`src/rtl/ddr_guard_pkg.sv`:
```
package ddr_guard_pkg;

    typedef enum logic [2:0] {
        CMD_DESEL,
        CMD_NOP,
        CMD_ACT,
        CMD_READ,
        CMD_WRITE,
        CMD_PRE,
        CMD_OTHER
    } cmd_e;

    typedef enum logic [1:0] {
        BK_IDLE,
        BK_WAKING,
        BK_ACTIVE
    } bank_st_e;

    typedef enum logic [1:0] {
        V_PASS,
        V_WAIT,
        V_REJECT
    } verdict_e;

endpackage

```
`src/rtl/ddr_cmd_decode.sv`:
```
module ddr_cmd_decode
    import ddr_guard_pkg::*;
(
    input  logic cs_n,
    input  logic ras_n,
    input  logic cas_n,
    input  logic we_n,
    output cmd_e cmd
);
    always_comb begin
        if (cs_n) begin
            cmd = CMD_DESEL;
        end else begin
            unique case ({ras_n, cas_n, we_n})
                3'b111:  cmd = CMD_NOP;
                3'b011:  cmd = CMD_ACT;
                3'b101:  cmd = CMD_READ;
                3'b100:  cmd = CMD_WRITE;
                3'b010:  cmd = CMD_PRE;
                default: cmd = CMD_OTHER;
            endcase
        end
    end
endmodule

```
`src/rtl/ddr_act_spacer.sv`:
```
module ddr_act_spacer #(
    parameter int TRRD = 2
) (
    input  logic clk,
    input  logic rst_n,
    input  logic act_fire,
    output logic rrd_ready
);
    localparam int AGE_W = (TRRD < 2) ? 1 : $clog2(TRRD + 1);
    localparam logic [AGE_W-1:0] LIMIT = AGE_W'(TRRD);

    logic [AGE_W-1:0] age_q;

    always_ff @(posedge clk) begin
        if (!rst_n) begin
            age_q <= LIMIT;
        end else if (act_fire) begin
            age_q <= AGE_W'(1);
        end else if (age_q < LIMIT) begin
            age_q <= age_q + AGE_W'(1);
        end
    end

    assign rrd_ready = (age_q >= LIMIT);

    assert_act_spacing_R4: assert property (@(posedge clk) disable iff (!rst_n)
        act_fire |-> age_q >= LIMIT);

endmodule

```
`src/rtl/ddr_bank_tracker.sv`:
```
module ddr_bank_tracker
    import ddr_guard_pkg::*;
#(
    parameter int TRCD = 3,
    parameter int TRC  = 7
) (
    input  logic clk,
    input  logic rst_n,
    input  logic act_fire,
    input  logic pre_fire,
    output logic is_open,
    output logic col_ready,
    output logic rc_ready
);
    localparam int SAT   = (TRC > TRCD) ? TRC : TRCD;
    localparam int AGE_W = (SAT < 2) ? 1 : $clog2(SAT + 1);
    localparam logic [AGE_W-1:0] SAT_A  = AGE_W'(SAT);
    localparam logic [AGE_W-1:0] TRCD_A = AGE_W'(TRCD);
    localparam logic [AGE_W-1:0] TRC_A  = AGE_W'(TRC);

    bank_st_e         state_q, state_d;
    logic [AGE_W-1:0] age_q;

    // cycles since this bank's last activate, saturating
    always_ff @(posedge clk) begin
        if (!rst_n) begin
            age_q <= SAT_A;
        end else if (act_fire) begin
            age_q <= AGE_W'(1);
        end else if (age_q < SAT_A) begin
            age_q <= age_q + AGE_W'(1);
        end
    end

    // state register
    always_ff @(posedge clk) begin
        if (!rst_n) state_q <= BK_IDLE;
        else        state_q <= state_d;
    end

    // transitions: open, ripen, close
    always_comb begin
        state_d = state_q;
        unique case (state_q)
            BK_IDLE: begin
                if (act_fire) state_d = (TRCD <= 1) ? BK_ACTIVE : BK_WAKING;
            end
            BK_WAKING: begin
                if (pre_fire)                              state_d = BK_IDLE;
                else if ((age_q + AGE_W'(1)) >= TRCD_A)   state_d = BK_ACTIVE;
            end
            BK_ACTIVE: begin
                if (pre_fire) state_d = BK_IDLE;
            end
            default: state_d = BK_IDLE;
        endcase
    end

    // outputs
    always_comb begin
        is_open   = (state_q != BK_IDLE);
        col_ready = (state_q == BK_ACTIVE);
        rc_ready  = (age_q >= TRC_A);
    end

    assert_col_after_trcd_R3: assert property (@(posedge clk) disable iff (!rst_n)
        col_ready |-> age_q >= TRCD_A);

    assert_reopen_spacing_R5: assert property (@(posedge clk) disable iff (!rst_n)
        act_fire |-> age_q >= TRC_A);

    assert_act_only_closed_R6: assert property (@(posedge clk) disable iff (!rst_n)
        act_fire |-> state_q == BK_IDLE);

    assert_pre_closes_R8: assert property (@(posedge clk) disable iff (!rst_n)
        pre_fire |=> state_q == BK_IDLE);

endmodule

```
`src/rtl/ddr_bank_guard.sv`:
```
module ddr_bank_guard
    import ddr_guard_pkg::*;
#(
    parameter int TRCD   = 3,
    parameter int TRRD   = 2,
    parameter int TRC    = 7,
    parameter int BANKS  = 4
) (
    input  logic       clk,
    input  logic       rst_n,
    input  logic       req_cs_n,
    input  logic       req_ras_n,
    input  logic       req_cas_n,
    input  logic       req_we_n,
    input  logic [1:0] req_bank,
    input  logic       req_a10,
    output logic       dev_cs_n,
    output logic       dev_ras_n,
    output logic       dev_cas_n,
    output logic       dev_we_n,
    output logic [1:0] dev_bank,
    output logic       dev_a10,
    output logic       stall,
    output logic       illegal
);
    localparam int BANK_W = $clog2(BANKS);

    cmd_e             cmd;
    verdict_e         verdict;
    logic [BANKS-1:0] bank_open, bank_col_ok, bank_rc_ok;
    logic [BANKS-1:0] act_fire_b, pre_fire_b;
    logic             rrd_ok, act_fire;
    logic [BANK_W-1:0] sel;

    assign sel = BANK_W'(req_bank);

    ddr_cmd_decode u_dec (
        .cs_n (req_cs_n),
        .ras_n(req_ras_n),
        .cas_n(req_cas_n),
        .we_n (req_we_n),
        .cmd  (cmd)
    );

    ddr_act_spacer #(.TRRD(TRRD)) u_rrd (
        .clk      (clk),
        .rst_n    (rst_n),
        .act_fire (act_fire),
        .rrd_ready(rrd_ok)
    );

    for (genvar i = 0; i < BANKS; i++) begin : g_bank
        assign act_fire_b[i] = act_fire && (sel == BANK_W'(i));
        assign pre_fire_b[i] = (cmd == CMD_PRE) && (req_a10 || sel == BANK_W'(i));

        ddr_bank_tracker #(.TRCD(TRCD), .TRC(TRC)) u_trk (
            .clk      (clk),
            .rst_n    (rst_n),
            .act_fire (act_fire_b[i]),
            .pre_fire (pre_fire_b[i]),
            .is_open  (bank_open[i]),
            .col_ready(bank_col_ok[i]),
            .rc_ready (bank_rc_ok[i])
        );
    end

    // verdict: rejection outranks waiting
    always_comb begin
        verdict = V_PASS;
        unique case (cmd)
            CMD_ACT: begin
                if (bank_open[sel])                    verdict = V_REJECT;
                else if (!(rrd_ok && bank_rc_ok[sel])) verdict = V_WAIT;
            end
            CMD_READ, CMD_WRITE: begin
                if (!bank_open[sel])                   verdict = V_REJECT;
                else if (!bank_col_ok[sel])            verdict = V_WAIT;
            end
            default: verdict = V_PASS;
        endcase
    end

    assign act_fire = (cmd == CMD_ACT) && (verdict == V_PASS);

    // device-side outputs
    always_comb begin
        stall   = (verdict == V_WAIT);
        illegal = (verdict == V_REJECT);
        if (verdict == V_PASS) begin
            dev_cs_n  = req_cs_n;
            dev_ras_n = req_ras_n;
            dev_cas_n = req_cas_n;
            dev_we_n  = req_we_n;
            dev_bank  = req_bank;
            dev_a10   = req_a10;
        end else begin
            dev_cs_n  = 1'b1;
            dev_ras_n = 1'b1;
            dev_cas_n = 1'b1;
            dev_we_n  = 1'b1;
            dev_bank  = 2'b00;
            dev_a10   = 1'b0;
        end
    end

    assert_blocked_is_nop_R9: assert property (@(posedge clk) disable iff (!rst_n)
        (stall || illegal) |-> (dev_cs_n && dev_ras_n && dev_cas_n && dev_we_n
                                && dev_bank == 2'b00 && !dev_a10));

    assert_col_needs_open_R7: assert property (@(posedge clk) disable iff (!rst_n)
        (!dev_cs_n && dev_ras_n && !dev_cas_n) |-> bank_open[BANK_W'(dev_bank)]);

    assert_stall_reject_excl_R2: assert property (@(posedge clk) disable iff (!rst_n)
        !(stall && illegal));

    assert_act_bank_closed_R6: assert property (@(posedge clk) disable iff (!rst_n)
        (!dev_cs_n && !dev_ras_n && dev_cas_n && dev_we_n) |=> bank_open[BANK_W'($past(dev_bank))]);

endmodule

```
`config.mk`:
```
export PLATFORM = sky130hd
export DESIGN_NAME = ddr_bank_guard
export DESIGN_NICKNAME = d
export VERILOG_FILES = /design/src/rtl/ddr_guard_pkg.sv /design/src/rtl/ddr_cmd_decode.sv /design/src/rtl/ddr_act_spacer.sv /design/src/rtl/ddr_bank_tracker.sv /design/src/rtl/ddr_bank_guard.sv
export SDC_FILE = /design/constraint.sdc
export NUM_CORES = 1
export LEC_CHECK = 0
export BUFFER_PORTS_ARGS = -buffer_cell sky130_fd_sc_hd__buf_2
export CAP_MARGIN = 20
export CELL_PAD_IN_SITES_DETAIL_PLACEMENT = 1
export CELL_PAD_IN_SITES_GLOBAL_PLACEMENT = 1
export CORE_MARGIN = 1
export CORE_UTILIZATION = 40
export CTS_CLUSTER_SIZE = 10
export DETAILED_ROUTE_END_ITERATION = 16
export GPL_TIMING_DRIVEN = 0
export PLACE_DENSITY = 0.76
export SLEW_MARGIN = 20
export SYNTH_ARGS = -nofsm -noshare
export SYNTH_HDL_FRONTEND = slang
export SYNTH_SLANG_ARGS = --single-unit
```
`constraint.sdc`:
```
create_clock -name clk -period 2.41 [get_ports clk]
set_clock_uncertainty 0.1 [all_clocks]
set_input_delay 0.1205 -clock clk [delete_from_list [all_inputs] [get_ports clk]]
set_output_delay 0.1205 -clock clk [all_outputs]
set_load 0.02 [all_outputs]
```
* Word-level counts from Yosys, hierarchy flattened
Cells that the tools add are included.
** Storage, ports and cells
- Flip-flop bits (word level) :: 22
- Input port bits :: 9
- Word-level logic and storage cells :: 155
** Cells by class
- Magnitude comparators :: 15
- Mux-type cells :: 49
- Equal/unequal tests :: 34
- Bitwise operators :: 1
- Add/subtract/negate cells :: 5
- Reduce and logical (&&, ||, !) cells :: 38
** Operators by type and width (count)
- 2-to-1 mux 2 bit :: 21
- 2-to-1 mux 3 bit :: 9
- one-hot mux 2 bit (3 select lines) :: 4
- nonzero test 2 bit :: 9
- != test 2 x 1 -> 1 bit, second input constant :: 8
- == test 3 bit, second input constant :: 5
- one-hot mux 3 bit (5 select lines) :: 1
- == test 2 bit, second input constant :: 7
- adder 3 x 1 -> 3 bit, second input constant :: 4
- == test 2 x 1 -> 1 bit, second input constant :: 6
- == test 3 x 2 -> 1 bit, second input constant :: 4
- >= comparator 3 x 2 -> 1 bit, second input constant :: 4
- >= comparator 3 bit, second input constant :: 4
- zero test 2 bit :: 6
- < comparator 3 bit, second input constant :: 4
- != test 3 x 1 -> 1 bit, second input constant :: 4
- AND reduction 3 bit :: 4
- logical AND 1 bit :: 10
- 2-to-1 mux 1 bit :: 10
- OR reduction 2 bit :: 5
- binary-select mux 1 bit (select 2 bit) :: 3
- logical OR 1 bit :: 4
- one-hot mux 2 bit (2 select lines) :: 1
- < comparator 2 x 3 -> 1 bit, second input constant :: 1
- other kinds (4) :: 4

* Longest topological paths before layout
- Depth in word-level cells :: 12
- Depth in mapped cells :: 8
- Gate-level depth less buffers :: 6

* Hierarchy
Synthesis repeated with hierarchy kept, for this count alone.
** Second synthesis, totals
- Cell total of the unflattened synthesis :: 175
- Area total of the unflattened synthesis :: 1637.8 µm²
** By module, submodules not included
- ddr_bank_tracker :: cells each 26, instances 4, area each 277.8 µm²
- ddr_bank_guard :: cells each 55, instances 1, area each 374.1 µm²
- ddr_act_spacer :: cells each 9, instances 1, area each 90.1 µm²
- ddr_cmd_decode :: cells each 7, instances 1, area each 62.6 µm²

* Worst setup path after synthesis
No wires, ideal clock.
- Path type :: flip-flop to output port
- From :: register g_bank[1].u_trk.age_q[0]
- To :: output dev_a10
- Slack :: 482 ps
- Path buffers :: 0
- Arrival :: 1707 ps
- Cell stages (with the launch flop) :: 7
- Cells stage by stage :: dfxtp_1 > ha_1 > ha_1 > nor3b_1 > a222oi_1 > a21boi_1 > and4b_1
** Between the ends
- Longest elaborated chain between the ends :: 9
** RTL lines
- start: declaration :: line ddr_bank_tracker.sv:22 : logic [AGE_W-1:0] age_q;
- start signal: assignment :: line ddr_bank_tracker.sv:31 : age_q <= age_q + AGE_W'(1);
- >= comparator 3 bit :: line ddr_bank_tracker.sv:63 : rc_ready = (age_q >= TRC_A);
- binary-select mux 1 bit (select 2 bit) :: line ddr_bank_guard.sv:73 : else if (!(rrd_ok && bank_rc_ok[sel])) verdict = V_WAIT;
- 2-to-1 mux 1 bit (not written as such) :: line ddr_bank_guard.sv:73
- logical AND 1 bit :: line ddr_bank_guard.sv:73
- 2-to-1 mux 1 bit :: line ddr_bank_guard.sv:73
- 2-to-1 mux 2 bit :: line ddr_bank_guard.sv:72 : if (bank_open[sel]) verdict = V_REJECT;
- one-hot mux 2 bit (2 select lines) :: line ddr_bank_guard.sv:70 : unique case (cmd)
- zero test 2 bit :: line ddr_bank_guard.sv:89 : if (verdict == V_PASS) begin
- 2-to-1 mux 1 bit :: line ddr_bank_guard.sv:89
- end: declaration :: line ddr_bank_guard.sv:22 : output logic dev_a10,
Every way passes these cells. The select of a mux whose other input is x is not followed.

* Worst setup path in the final report
- From :: register g_bank[2].u_trk.age_q[0]
- To :: output dev_bank[0]
** Between the ends
- Longest elaborated chain between the ends :: 9
** RTL lines
- start: declaration :: line ddr_bank_tracker.sv:22
- start signal: assignment :: line ddr_bank_tracker.sv:31
- >= comparator 3 bit :: line ddr_bank_tracker.sv:63
- binary-select mux 1 bit (select 2 bit) :: line ddr_bank_guard.sv:73
- 2-to-1 mux 1 bit (not written as such) :: line ddr_bank_guard.sv:73
- logical AND 1 bit :: line ddr_bank_guard.sv:73
- 2-to-1 mux 1 bit :: line ddr_bank_guard.sv:73
- 2-to-1 mux 2 bit :: line ddr_bank_guard.sv:72
- one-hot mux 2 bit (2 select lines) :: line ddr_bank_guard.sv:70
- zero test 2 bit :: line ddr_bank_guard.sv:89
- 2-to-1 mux 2 bit :: line ddr_bank_guard.sv:89
- end: declaration :: line ddr_bank_guard.sv:21 : output logic [1:0] dev_bank,
Every way passes these cells. The select of a mux whose other input is x is not followed.

==> run_results.csv <==
group,metric,value,unit
clock_network,htreeDepth,1,
sta,tightest_slew,0.933,ns
sta,min_period_over_period,0.949,
synthesis,synth_mux_area_frac,0.0279,
synthesis,netlist.area_leader.share,0.306,
synthesis,avgSynthCellArea,9.10,um^2
route,drt-initial-drc-count,61,
sta,drv_slew,0,
grt,first_global_vias,1320,
synthesis,synthTopCellsByArea,"dfxtp_1, ha_1, a31oi_1",
route,vias_per_cell,5.78,
power,peakVddDrop,0.000385,V
setup_path,cp.depth,8,
route,drcViolationCount,0,
synthesis,synth_xor_area_frac,0.0122,
floorplan,rows,21,
setup_path,crit_end,"dev_bank[0]",
setup_path,worstSetupPathType,"flip-flop to output pin",
place,hpwl,2.88,mm
place,place_congestion,0.713,
synthesis,synth_top_family_by_area,"simple AND/OR/NAND/NOR gates",
setup_path,endpoint_kind,"output pin",
clock_network,clock-root-buffer,"clkbuf_4",
final_layout,syn_to_final_growth,18.9,%
setup_path,critPathRequiredTime,2.19,ns
setup_path,startpoint,"g_bank[2].u_trk.age_q[0]$_SDFFE_PP1P_",
synthesis,synth_compound_area_frac,0.153,
place,portBuffers,17,
power,p_leak,0.755,nW
setup_path,reg2regPathDepth,9,
sta,rsz0062_at_grt,"false",
synthesis,synth-edff-count,0,
synthesis,synth.net_count,180,
grt,antenna_found_initial,0,
power,p_total,1.45,mW
power,power_density,846,mW/mm^2
clock_network,clock_latency,0.32,ns
setup_path,cp_cell_sequence,"ha_1 > ha_1 > nor3b_1 > a222oi_1 > buf_4 > a21boi_4 > and4b_1 > buf_6",
synthesis,syn_inst,158,
sta,finalSetupTns,0,ns
final_layout,final_nets,203,
clock_network,cts_tree,"yes",
grt,gr-usage-all-layers,0.207,
clock_network,cts_sinks,22,
final_layout,layout-drive-gt1-share,0.239,
synthesis,synth_top_cell_by_area,"dfxtp_1",
setup_path,reg2reg_setup_slack,0.42,ns
route,routed_wl,3.84,mm
route,drt-pass1-iter-count,4,
setup_path,arrival,2.07,ns
min_path,hold_class,"input port to flip-flop",
final_layout,insertedDiodeCount,0,
setup_path,path_delay_family,"simple AND/OR/NAND/NOR gates",
route,via_count,1306,
setup_path,path_common_cell,"ha_1",
grt,grt_pass1_wl,5.77,mm
flow_run,maxCapViolations,0,
clock_network,cts_buffers,3,
setup_path,slowest_delay,0.36,ns
sta,clock.fmax,0.437,GHz
status,status,"finished, final reports clean",
synthesis,ys_async_sr_fraction,0,
sta,period_needed,2.29,ns
floorplan,io_pins,18,
route,routedWlPerCell,17.0,um
synthesis,yosysMostFrequentCell,"dfxtp_1",
setup_path,r2r_start,"g_bank[1].u_trk.age_q[0]$_SDFFE_PP1N_",
final_layout,fillers,399,
grt,grt_max_degree,13,
synthesis,yosysWarnings,0,
setup_path,start_kind,"flip-flop",
floorplan,die_x,62.0,um
setup_path,path_buf_inv,2,
synthesis,synth-main-ff-cell,"dfxtp_1",
floorplan,dieHeight,62.0,um
sta,setup_viol,0,
synthesis,yosys.area_share.simple,0.327,
floorplan,initial_core_util,0.424,
synthesis,synth_seq_cells,22,
sta,hold_viol,0,
clock_network,clk_pin_slew,0.13,ns
setup_path,crit_fanout,7,
sta,whs,0.0461,ns
synthesis,yosysUniqueCellTypes,45,
floorplan,die_area,0.00384,mm^2
floorplan,coreArea,0.00339,mm^2
synthesis,synth_commonest_cells,"dfxtp_1, ha_1, nor2_1, a31oi_1",
synthesis,yosysSeqAreaShare,0.306,
setup_path,critPathSlowestCell,"dfxtp_1",
synthesis,syn_area,0.00144,mm^2
route,postRouteAntennaNets,0,
sta,maxSlewHeadroom,0.369,
synthesis,yosys.area_share.adder,0.113,
grt,grt-ovfl-total,0,
clock_network,clock_path_buffers,2,
setup_path,rr_endpoint,"g_bank[1].u_trk.age_q[2]$_SDFFE_PN1P_",
-- timing repair --
action | in CTS | in global routing
hold buffers | 0 | 0
pin swaps | 1 | 3
gates resized for setup | 3 | 17
setup buffers | 1 | 0
endpoints found under the setup margin | 7 | 7
-- worst min path at each step --
stage	end	cells after the start	from
2_1_floorplan	g_bank[3].u_trk.state_q[1]$_SDFFE_PN0P_	2	req_a10
3_3_place_gp	g_bank[1].u_trk.age_q[0]$_SDFFE_PP1N_	1	g_bank[1].u_trk.age_q[0]$_SDFFE_PP1N_
3_5_place_dp	g_bank[1].u_trk.age_q[0]$_SDFFE_PP1N_	1	g_bank[1].u_trk.age_q[0]$_SDFFE_PP1N_
4_1_cts	g_bank[3].u_trk.state_q[1]$_SDFFE_PN0P_	3	req_a10
5_1_grt	g_bank[3].u_trk.state_q[1]$_SDFFE_PN0P_	3	req_a10
6_report	g_bank[3].u_trk.state_q[1]$_SDFFE_PN0P_	3	req_a10
-- power by group --
part	internal, mW	total (mW)	switching [mW]	leakage [nW]
Combinational	0.320	0.687	0.366	0.555
Sequential	0.455	0.542	0.0870	0.179
Clock	0.0925	0.217	0.124	0.0210
Total	0.868	1.45	0.578	0.755
-- flip-flops by register name, summed over array words and instances, names as in the netlist --
signal / count
g_bank.u_trk.state_q: 8
u_rrd.age_q: 2
g_bank.u_trk.age_q: 12
-- cell type report --
class                      count  area [um^2]  share of cell area
multi-input combinational    122          977               0.572
sequential                    22          450               0.264
timing repair buffer          18          101              0.0593
buffer                         7         60.1              0.0351
tap                           46         57.6              0.0337
clock buffer                   4         36.3              0.0212
inverter                       7         26.3              0.0154
-- cell usage in the layout, fill, tap and decap left out, types with 7 or more instances in the layout --
| cell | instances |
|---|---|
| a31oi_1 | 9 |
| and3_1 | 7 |
| buf_2 | 15 |
| dfxtp_1 | 18 |
| ha_1 | 11 |
| inv_1 | 7 |
| nand2_1 | 7 |
| nand2b_1 | 8 |
| nand3_1 | 8 |
| nor2_1 | 10 |
-- tightest hold or removal path: stages --
cell and delay, ns:
buf_2 0.14, a21o_1 0.12, a211oi_1 0.07
-- kinds of logic (layout without fill, tap and decap cells) --
group,count (synthesis),count (layout)
compound gates,31,31
xor+xnor,2,2
fa+ha+maj,13,13
buf+inv,14,36
flops,22,22
mux,2,2
simple gates,74,74
-- metrics by stage --
step	cells	cell area, um^2	utilization	setup slack, ns
floorplan	158	1440	-	0.482
global placement	221	1580	0.466	0.178
detailed placement	221	1580	0.466	0.126
CTS	226	1640	0.484	0.0213
global route	226	1710	0.504	0.00694
finish	226	1710	0.504	0.124
-- metal layers --
| layer | global-route usage | part of all wire | vias to the layer above |
|---|---|---|---|
| li1 | - | - | 642 |
| met1 | 0.235 | 0.44 | 621 |
| met2 | 0.372 | 0.50 | 37 |
| met3 | 0.0352 | 0.040 | 6 |
| met4 | 0.102 | 0.014 | 0 |
| met5 | 0 | 0 | - |
(Power assumes the default switching activity.)
